File: src/rtl/blit_pkg.sv
package blit_pkg;

    localparam int OPC_W    = 8;
    localparam int CMD_BITS = 32;

    // opcode values carried in the top byte of a command word
    localparam logic [OPC_W-1:0] OPC_COLOUR   = 8'h0B;
    localparam logic [OPC_W-1:0] OPC_DST_BASE = 8'h0C;
    localparam logic [OPC_W-1:0] OPC_SRC_BASE = 8'h0D;
    localparam logic [OPC_W-1:0] OPC_WIDTH    = 8'h0E;
    localparam logic [OPC_W-1:0] OPC_HEIGHT   = 8'h0F;
    localparam logic [OPC_W-1:0] OPC_GO_COPY  = 8'h21;
    localparam logic [OPC_W-1:0] OPC_GO_FILL  = 8'h23;

    typedef enum logic [1:0] {
        ST_IDLE,
        ST_FILL,
        ST_READ,
        ST_WRITE
    } seq_state_e;

    typedef enum logic {
        JOB_FILL,
        JOB_COPY
    } job_kind_e;

    typedef struct packed {
        logic irq;
        logic dst_v;
        logic dst_h;
        logic src_v;
        logic src_h;
    } go_flags_t;

    localparam int SIDE_DST = 0;
    localparam int SIDE_SRC = 1;
    localparam int N_SIDES  = 2;

    function automatic logic is_go(input logic [OPC_W-1:0] op);
        return (op == OPC_GO_COPY) || (op == OPC_GO_FILL);
    endfunction

    function automatic go_flags_t decode_flags(input logic [7:0] f);
        go_flags_t r;
        r.irq   = f[1];
        r.dst_v = f[4];
        r.dst_h = f[5];
        r.src_v = f[6];
        r.src_h = f[7];
        return r;
    endfunction

endpackage

File: src/rtl/blit_cmd_regs.sv
module blit_cmd_regs
    import blit_pkg::*;
#(
    parameter int ADDR_W = 24,
    parameter int DIM_W  = 10,
    parameter int PIX_W  = 16,
    parameter int CMD_W  = CMD_BITS
) (
    input  logic              clk,
    input  logic              rst,
    input  logic              cmd_valid,
    input  logic [CMD_W-1:0]  cmd_word,
    input  logic              busy,
    output logic              cmd_ready,
    output logic              start,
    output job_kind_e         start_kind,
    output go_flags_t         start_flags,
    output logic [ADDR_W-1:0] dst_base,
    output logic [ADDR_W-1:0] src_base,
    output logic [DIM_W-1:0]  w_m1,
    output logic [DIM_W-1:0]  h_m1,
    output logic [PIX_W-1:0]  colour
);
    localparam int OPC_LSB = CMD_W - OPC_W;

    logic [OPC_W-1:0] opc;
    logic             go_word;
    logic             accept;

    always_comb begin
        opc         = cmd_word[OPC_LSB +: OPC_W];
        go_word     = is_go(opc);
        cmd_ready   = !(busy && go_word);
        accept      = cmd_valid && cmd_ready;
        start       = accept && go_word;
        start_kind  = (opc == OPC_GO_COPY) ? JOB_COPY : JOB_FILL;
        start_flags = decode_flags(cmd_word[7:0]);
    end

    always_ff @(posedge clk) begin
        if (rst) begin
            dst_base <= '0;
            src_base <= '0;
            w_m1     <= '0;
            h_m1     <= '0;
            colour   <= '0;
        end else if (accept) begin
            unique case (opc)
                OPC_DST_BASE: dst_base <= {cmd_word[ADDR_W-1:1], 1'b0};
                OPC_SRC_BASE: src_base <= {cmd_word[ADDR_W-1:1], 1'b0};
                OPC_WIDTH:    w_m1     <= cmd_word[DIM_W-1:0];
                OPC_HEIGHT:   h_m1     <= cmd_word[DIM_W-1:0];
                OPC_COLOUR:   colour   <= cmd_word[PIX_W-1:0];
                default: ;
            endcase
        end
    end

    // base registers never hold an odd byte address
    a_r2_even_bases: assert property (@(posedge clk) disable iff (rst)
        !dst_base[0] && !src_base[0]);

endmodule

File: src/rtl/blit_addr_gen.sv
module blit_addr_gen #(
    parameter int ADDR_W = 24,
    parameter int DIM_W  = 10
) (
    input  logic [ADDR_W-1:0] base,
    input  logic [DIM_W-1:0]  stride,
    input  logic [DIM_W-1:0]  col,
    input  logic [DIM_W-1:0]  row,
    input  logic [DIM_W-1:0]  w_m1,
    input  logic [DIM_W-1:0]  h_m1,
    input  logic              rev_h,
    input  logic              rev_v,
    output logic [ADDR_W-1:0] addr
);
    localparam int OFS_W = 2 * DIM_W + 2;

    logic [DIM_W-1:0] x;
    logic [DIM_W-1:0] y;
    logic [OFS_W-1:0] pix_ofs;
    logic [OFS_W-1:0] byte_ofs;

    always_comb begin
        x        = rev_h ? (w_m1 - col) : col;
        y        = rev_v ? (h_m1 - row) : row;
        pix_ofs  = OFS_W'(y) * OFS_W'(stride) + OFS_W'(x);
        byte_ofs = pix_ofs << 1;
        addr     = base + ADDR_W'(byte_ofs);
    end

endmodule

File: src/rtl/blit_sequencer.sv
module blit_sequencer
    import blit_pkg::*;
#(
    parameter int ADDR_W = 24,
    parameter int DIM_W  = 10,
    parameter int PIX_W  = 16
) (
    input  logic              clk,
    input  logic              rst,
    input  logic              start,
    input  job_kind_e         start_kind,
    input  go_flags_t         start_flags,
    input  logic [ADDR_W-1:0] dst_base,
    input  logic [ADDR_W-1:0] src_base,
    input  logic [DIM_W-1:0]  w_m1,
    input  logic [DIM_W-1:0]  h_m1,
    input  logic [PIX_W-1:0]  colour,
    input  logic [DIM_W-1:0]  stride,
    input  logic [PIX_W-1:0]  mem_rdata,
    output logic              busy,
    output logic              done,
    output logic              mem_req,
    output logic              mem_we,
    output logic [ADDR_W-1:0] mem_addr,
    output logic [PIX_W-1:0]  mem_wdata
);
    seq_state_e        state_q;
    go_flags_t         flags_q;
    logic [ADDR_W-1:0] dst_q, src_q;
    logic [DIM_W-1:0]  w_q, h_q;
    logic [PIX_W-1:0]  colour_q;
    logic [DIM_W-1:0]  col_q, row_q;
    logic              done_q;

    logic [ADDR_W-1:0] side_base [N_SIDES];
    logic              side_rh   [N_SIDES];
    logic              side_rv   [N_SIDES];
    logic [ADDR_W-1:0] side_addr [N_SIDES];

    always_comb begin
        side_base[SIDE_DST] = dst_q;
        side_rh[SIDE_DST]   = flags_q.dst_h;
        side_rv[SIDE_DST]   = flags_q.dst_v;
        side_base[SIDE_SRC] = src_q;
        side_rh[SIDE_SRC]   = flags_q.src_h;
        side_rv[SIDE_SRC]   = flags_q.src_v;
    end

    for (genvar g = 0; g < N_SIDES; g++) begin : g_side
        blit_addr_gen #(.ADDR_W(ADDR_W), .DIM_W(DIM_W)) u_gen (
            .base   (side_base[g]),
            .stride (stride),
            .col    (col_q),
            .row    (row_q),
            .w_m1   (w_q),
            .h_m1   (h_q),
            .rev_h  (side_rh[g]),
            .rev_v  (side_rv[g]),
            .addr   (side_addr[g])
        );
    end

    logic last_col, last_row, pixel_done, finish;

    always_comb begin
        last_col   = (col_q == w_q);
        last_row   = (row_q == h_q);
        pixel_done = (state_q == ST_FILL) || (state_q == ST_WRITE);
        finish     = pixel_done && last_col && last_row;
    end

    always_ff @(posedge clk) begin
        if (rst) begin
            state_q  <= ST_IDLE;
            flags_q  <= '0;
            dst_q    <= '0;
            src_q    <= '0;
            w_q      <= '0;
            h_q      <= '0;
            colour_q <= '0;
            col_q    <= '0;
            row_q    <= '0;
            done_q   <= 1'b0;
        end else begin
            done_q <= 1'b0;
            unique case (state_q)
                ST_IDLE: begin
                    if (start) begin
                        flags_q  <= start_flags;
                        dst_q    <= dst_base;
                        src_q    <= src_base;
                        w_q      <= w_m1;
                        h_q      <= h_m1;
                        colour_q <= colour;
                        col_q    <= '0;
                        row_q    <= '0;
                        state_q  <= (start_kind == JOB_COPY) ? ST_READ : ST_FILL;
                    end
                end
                ST_READ: state_q <= ST_WRITE;
                ST_FILL, ST_WRITE: begin
                    if (finish) begin
                        state_q <= ST_IDLE;
                        done_q  <= flags_q.irq;
                    end else begin
                        if (state_q == ST_WRITE) state_q <= ST_READ;
                        if (last_col) begin
                            col_q <= '0;
                            row_q <= row_q + 1'b1;
                        end else begin
                            col_q <= col_q + 1'b1;
                        end
                    end
                end
                default: state_q <= ST_IDLE;
            endcase
        end
    end

    always_comb begin
        busy      = (state_q != ST_IDLE);
        done      = done_q;
        mem_req   = busy;
        mem_we    = pixel_done;
        mem_addr  = (state_q == ST_READ) ? side_addr[SIDE_SRC] : side_addr[SIDE_DST];
        mem_wdata = (state_q == ST_FILL) ? colour_q : mem_rdata;
    end

    // every pixel access is halfword aligned
    a_r3_even_addr: assert property (@(posedge clk) disable iff (rst)
        mem_req |-> !mem_addr[0]);

    // a source read is always followed by its destination write
    a_r5_read_then_write: assert property (@(posedge clk) disable iff (rst)
        (mem_req && !mem_we) |=> (mem_req && mem_we));

    // the walk never leaves the programmed rectangle
    a_r4_inside_rect: assert property (@(posedge clk) disable iff (rst)
        busy |-> (col_q <= w_q) && (row_q <= h_q));

    // a new job is only launched from idle
    a_r8_start_idle: assert property (@(posedge clk) disable iff (rst)
        start |-> !busy);

    // completion is a single-cycle pulse right after the job
    a_r9_done_single: assert property (@(posedge clk) disable iff (rst)
        done |=> !done);
    a_r9_done_after_busy: assert property (@(posedge clk) disable iff (rst)
        done |-> (!busy && $past(busy)));

endmodule

File: src/rtl/rect_blit_engine.sv
module rect_blit_engine
    import blit_pkg::*;
#(
    parameter int ADDR_W = 24,
    parameter int DIM_W  = 10,
    parameter int PIX_W  = 16,
    parameter int CMD_W  = CMD_BITS
) (
    input  logic              clk,
    input  logic              rst,
    input  logic              cmd_valid,
    output logic              cmd_ready,
    input  logic [CMD_W-1:0]  cmd_word,
    input  logic [DIM_W-1:0]  line_pixels,
    output logic              busy,
    output logic              done,
    output logic              mem_req,
    output logic              mem_we,
    output logic [ADDR_W-1:0] mem_addr,
    output logic [PIX_W-1:0]  mem_wdata,
    input  logic [PIX_W-1:0]  mem_rdata
);
    logic              start;
    job_kind_e         start_kind;
    go_flags_t         start_flags;
    logic [ADDR_W-1:0] dst_base, src_base;
    logic [DIM_W-1:0]  w_m1, h_m1;
    logic [PIX_W-1:0]  colour;

    blit_cmd_regs #(
        .ADDR_W(ADDR_W), .DIM_W(DIM_W), .PIX_W(PIX_W), .CMD_W(CMD_W)
    ) u_regs (
        .clk         (clk),
        .rst         (rst),
        .cmd_valid   (cmd_valid),
        .cmd_word    (cmd_word),
        .busy        (busy),
        .cmd_ready   (cmd_ready),
        .start       (start),
        .start_kind  (start_kind),
        .start_flags (start_flags),
        .dst_base    (dst_base),
        .src_base    (src_base),
        .w_m1        (w_m1),
        .h_m1        (h_m1),
        .colour      (colour)
    );

    blit_sequencer #(
        .ADDR_W(ADDR_W), .DIM_W(DIM_W), .PIX_W(PIX_W)
    ) u_seq (
        .clk         (clk),
        .rst         (rst),
        .start       (start),
        .start_kind  (start_kind),
        .start_flags (start_flags),
        .dst_base    (dst_base),
        .src_base    (src_base),
        .w_m1        (w_m1),
        .h_m1        (h_m1),
        .colour      (colour),
        .stride      (line_pixels),
        .mem_rdata   (mem_rdata),
        .busy        (busy),
        .done        (done),
        .mem_req     (mem_req),
        .mem_we      (mem_we),
        .mem_addr    (mem_addr),
        .mem_wdata   (mem_wdata)
    );

endmodule

File: config.mk
export PLATFORM = sky130hd
export DESIGN_NAME = rect_blit_engine
export DESIGN_NICKNAME = d
export VERILOG_FILES = /design/src/rtl/blit_pkg.sv /design/src/rtl/blit_cmd_regs.sv /design/src/rtl/blit_addr_gen.sv /design/src/rtl/blit_sequencer.sv /design/src/rtl/rect_blit_engine.sv
export SDC_FILE = /design/constraint.sdc
export NUM_CORES = 1
export LEC_CHECK = 0
export ABC_AREA = 1
export CAP_MARGIN = 20
export CORE_AREA = 3 3 185 232
export DETAILED_ROUTE_END_ITERATION = 7
export DIE_AREA = 0 0 188 235
export GPL_TIMING_DRIVEN = 0
export PLACE_DENSITY_LB_ADDON = 0.3
export SLEW_MARGIN = 0
export SYNTH_ARGS = -nofsm -noshare
export SYNTH_HDL_FRONTEND = slang
export SYNTH_SLANG_ARGS = --single-unit
File: constraint.sdc
create_clock -name clk -period 10.7 [get_ports clk]
set_clock_uncertainty 0.2 [all_clocks]
set_input_delay 1.605 -clock clk [delete_from_list [all_inputs] [get_ports clk]]
set_output_delay 1.605 -clock clk [all_outputs]
set_load 0.005 [all_outputs]
# Word-level counts from Yosys, hierarchy flattened
# Index checks and enable logic that the tools add are counted.
# word_totals
out_inout_bits	45
wordCells	88
reg_bits	192
inputBits	61
# classes
muxes	19
n_eq_ne	16
reduce_logical	22
bitwise_logic	2
add_sub_neg	8
n_mul	2
# op_table
op	n
two-way mux 10 bit	9
adder 24 x 22 -> 24 bit	2
adder 20 x 10 -> 21 bit	2
== test 8 x 4 -> 1 bit (second input constant)	5
multiplier 10 x 10 -> 20 bit	2
one-hot mux 10 bit (2 select lines)	2
two-way mux 24 bit	1
adder 10 x 1 -> 10 bit (second input constant)	2
== test 10 bit	2
subtractor 10 bit	2
== test 8 x 6 -> 1 bit (second input constant)	2
two-way mux 16 bit	1
AND reduction 2 bit	7
two-way mux 2 bit	4
one-hot mux 2 bit (3 select lines)	1
logical AND 1 bit	5
== test 2 bit (second input constant)	2
!= test 2 bit (second input constant)	2
AND reduction 4 bit	1
nonzero test 2 bit	2
!= test 3 x 1 -> 1 bit (second input constant)	1
AND reduction 3 bit	1
OR reduction 3 bit	1
== test 2 x 1 -> 1 bit (second input constant)	1
other kinds (7)	9

# Longest topological paths before layout
# depth
depth_word	8
ltp_mapped	42
mapped_depth_nobuf	42

# Cells and area by module
# Synthesis repeated with hierarchy kept, for this count alone.
# unflattened
cells_unflattened	3365
area_unflattened_um2	22596.7
# modules_own_cells
module	cells_each	instances	area_per_inst_um2	seq_area_each_um2
blit_addr_gen at u_seq.g_side[1].u_gen	961	1	6396.1	0.0
blit_addr_gen at u_seq.g_side[0].u_gen	943	1	6328.6	0.0
blit_sequencer	777	1	5562.8	2242.2
blit_cmd_regs	684	1	4309.1	1641.6

# Least setup slack after synthesis
# Ideal clock, no wire load.
# synth_timing
path_kind	input port to output port
start	input line_pixels[1]
end	output mem_addr[17]
required_ns	8.895
path_buffers	2
t_arrival_ns	6.877
stages	27
path_slack_ns	2.018
cell_sequence	buf_1 clkbuf_1 nand3_1 fa_1 fa_1 fa_1 inv_1 fa_1 inv_1 fa_1 inv_1 ha_1 inv_1 o21ai_0 a21oi_1 nand3_1 xor2_1 ha_1 nand2_1 inv_1 a21oi_1 nor2_1 nor2_1 nand2_1 nand2_1 nand3_1 nand2_1
# synth_via
elab_chain_cells	4
elab_cells_between_ends	7
classes_between	4 x add/sub; 2 x mul; 1 x mux
# synth_rtl
element	line	rtl
start, declared	rect_blit_engine.sv:14	input logic [DIM_W-1:0] line_pixels,
multiplier 10 x 10 -> 20 bit	blit_addr_gen.sv:25	pix_ofs = OFS_W'(y) * OFS_W'(stride) + OFS_W'(x);
adder 20 x 10 -> 21 bit	blit_addr_gen.sv:25	
adder 24 x 22 -> 24 bit	blit_addr_gen.sv:27	addr = base + ADDR_W'(byte_ofs);
two-way mux 24 bit (*)	blit_sequencer.sv:125	mem_addr = (state_q == ST_READ) ? side_addr[SIDE_SRC] : side_addr[SIDE_DST];
end, declared	rect_blit_engine.sv:19	output logic [ADDR_W-1:0] mem_addr,
# Mark *: on every way between the ends. The rest lies on a longest branch, timed or not.

# Final worst setup path
# layout_timing
start	input line_pixels[7]
end	output mem_addr[23]
# Same word-level chain as after synthesis.

==> flow_summary.yaml <==
status:
  status: "completed"
routing:
  drcViolationCount: 0
  vias_per_cell: 5.38
  wl_met1_um: 26600
  dr_total_vias: 19900
  wl_met3_um: 3490
  ant_nets: 0
  wl_per_cell_um: 17.6
  wl_um: 64900
  first_pass_iters: 6
  highest_layer: "met4"
  drt_iter0_markers: 1548
  met2_length_um: 31900
floorplanning:
  initial_core_util: 0.486
  num_rows: 83
  die_w_um: 188
  fp.dieArea_mm2: 0.0442
  core_area_mm2: 0.0410
  num_io_pins: 106
  die_h_um: 235
sta:
  hold_ws_ps: 252
  finalHoldViolations: 0
  worstMarginPinSlew_ps: 1040
  tns_ps: 0
  fin_crit_ps: 10390
  slew_headroom: 0.300
  report.final.slew_viol_count: 0
  post-route-period-util: 0.971
  max_freq_ghz: 0.0962
  setup_violations: 0
clocking:
  cts_root_buf: "clkbuf_16"
  clock_sinks: 192
  clk_latency_ps: 450
  h-tree-depth: 4
  cts_buffers: 17
  clkSlewWorstSetupHoldPaths_ps: 80
  cts_tree: "built"
  ctsLongestPathBuffers: 2
  cts_hold_buf: 0
worst_hold_path:
  whs_endpoint: "u_seq.colour_q[4]$_SDFFE_PP0P_"
  hold-path-cell-count: 2
  hold_class: "flip-flop to flip-flop"
  hold_path.startpoint: "u_seq.colour_q[4]$_SDFFE_PP0P_"
power_and_ir_drop:
  switchingPower_uw: 609
  sequentialPowerShare: 0.398
  clkPwrFrac: 0.342
  powerDensity_mw_per_mm2: 81.2
  ir_drop_v: 0.000110
  power_uw: 1810
  p_comb_frac: 0.260
  swShare: 0.335
  power_leakage_uw: 0.0116
  internal_power_uw: 1210
final_layout:
  nets: 3525
  fin_cells: 3693
  drive_gt1_frac: 0.0417
  syn_to_final_growth_pct: 12.1
  nFillCells: 4080
  diodes: 0
  final_cell_area_mm2: 0.0224
grt:
  antenna_found_initial: 0
  grtUsageTotal: 0.290
  grt_pass1_wl_um: 102000
  grt_max_degree: 19
  grt_pass1_vias: 19800
  grt_overflow: 0
setup_path:
  r2r_cells: 12
  endpoint_kind: "primary output"
  path_class: "input pin to primary output"
  startpoint: "line_pixels[7]"
  max_stage_delay_ps: 750
  critPathMaxFanout: 9
  slowest_stage: "clkdlybuf4s50_1"
  rr_startpoint: "u_seq.row_q[5]$_SDFFE_PP0P_"
  crit_arrival_ps: 8590
  startpoint_type: "input pin"
  cp.required_ps: 8900
  r2r_end: "u_seq.col_q[3]$_SDFFE_PP0P_"
  r2r_setup_slack_ps: 8110
  crit_path_frequent_cell: "nand2_1"
place:
  place_area_mm2: 0.0216
  io_buffers: 99
  dpl.cell_count: 3647
  gp_congestion: 1.01
  dp_hpwl_um: 54400
yosys:
  syn_inst: 2996
  syn_area_mm2: 0.0199
  postSynthAreaPerCell_um2: 6.66
  synth_seq_cells: 192
  synth_fp_nets: 3393
  yosys_warnings: 0
  synth_seq_area_share: 0.193
  yosysUniqueCellTypes: 43
job:
  cap_violations: 0
[timing repair]
action | 4_1_cts | 5_1_grt
resized for setup | 0 | 26
pin swaps | 0 | 0
endpoints found under the setup margin | 2 | 11
buffers inserted | 0 | 16
[power groups by stage]
stage               Clock [uW]  Sequential, uW  Combinational (uW)
floorplan                    0             738                 258
global placement             0             739                 456
detailed placement           0             739                 458
CTS                        625             722                 462
global route               652             722                 515
finish                     620             722                 472
[area by class of cell]
type / count / area (um^2) / area share
well taps: 552 / 691 / 0.0309
plain buffers: 85 / 374 / 0.0167
clock inverters: 13 / 121 / 0.00543
multi-input cells: 2161 / 13700 / 0.611
repair buffers: 116 / 1130 / 0.0504
flip-flops and latches: 192 / 3840 / 0.172
clock buffers: 19 / 443 / 0.0198
inverters: 555 / 2090 / 0.0937
[per-stage QoR]
stage / util / worst slack, ps
after floorplan: - / 2020
after global placement: 0.527 / 74.1
after detailed placement: 0.527 / -10.2
after CTS: 0.541 / 64.9
after global routing: 0.545 / -5.79
final: 0.545 / 308
[synthesized netlist by cell type, drive strengths merged]
cell,count,share of area
o21ai,199,0.051
xnor2,6,0.0026
clkbuf,61,0.011
dfxtp,192,0.19
inv,554,0.10
nor3,28,0.0073
a21o,10,0.0038
o21bai,9,0.0034
a21oi,213,0.054
o22ai,2,0.00063
and2,5,0.0016
nor3b,2,0.00075
conb,1,0.00019
nand4,24,0.0075
o21a,3,0.0011
fa,150,0.15
nor4b,1,0.00075
mux2,1,0.00056
or2,4,0.0013
xor2,34,0.015
nor2,321,0.063
ha,186,0.12
a31oi,11,0.0035
nand2,731,0.14
nand3,201,0.051
nand3b,19,0.0072
clkinv,1,0.00019
buf,27,0.0075
[per-layer routing]
layer  vias up  global-route usage
li1       9648                   -
met1      9393               0.354
met2       660               0.517
met3       164              0.0324
met4         0               0.121
met5         -                   0
[logic make-up (layout without fill, tap and decap cells)]
| logic type | Yosys count | count (layout) | synth area share |
|---|---|---|---|
| other | 1 | 1 | 0.000188 |
| AO/OA/AOI/OAI | 447 | 447 | 0.117 |
| multiplexers | 1 | 1 | 0.000565 |
| adder cells (fa/ha/maj) | 336 | 336 | 0.267 |
| XOR/XNOR | 40 | 40 | 0.0176 |
| AND/OR/NAND/NOR | 1336 | 1336 | 0.281 |
| flip-flops | 192 | 192 | 0.193 |
| buffers and inverters | 643 | 788 | 0.123 |
[how the worst max path moves through the flow]
| stage | to | slack [ps] | cells after the start |
|---|---|---|---|
| finish | mem_addr[23] | 310 | 28 |
| global placement | mem_addr[21] | 70 | 30 |
| global route | mem_addr[17] | -6 | 30 |
| CTS | mem_addr[21] | 60 | 30 |
| floorplan | mem_addr[17] | 2020 | 27 |
| detailed placement | mem_addr[21] | -10 | 30 |
[layout by cell type, fill, tap and decap left out, types with 10 or more instances in the layout]
cell / n
nand3b_1: 19
a21oi_1: 211
buf_4: 22
clkbuf_16: 17
nor2_1: 313
o21ai_0: 181
nor3_1: 27
inv_1: 542
o21ai_1: 12
a21o_1: 10
xor2_1: 34
buf_2: 19
fa_1: 150
nand2_2: 10
ha_1: 186
a31oi_1: 11
nand3_1: 199
nand4_1: 24
clkbuf_1: 54
clkdlybuf4s50_1: 96
nand2_1: 715
dfxtp_1: 191
[registers in the layout, indices dropped and copies added (netlist names), 16 cells and up, named ones only]
name	cells
u_regs.colour	16
u_regs.dst_base	23
u_regs.src_base	23
u_seq.colour_q	16
u_seq.dst_q	23
u_seq.src_q	23
[critical path, delay by kind of cell]
family / cells / cell delay [ps]
AND/OR/NAND/NOR: 10 / 1140
adder cells (fa/ha/maj): 7 / 3150
AO/OA/AOI/OAI: 3 / 580
buffers and inverters: 7 / 1820
XOR/XNOR: 1 / 290
(Power assumes the default switching activity.)
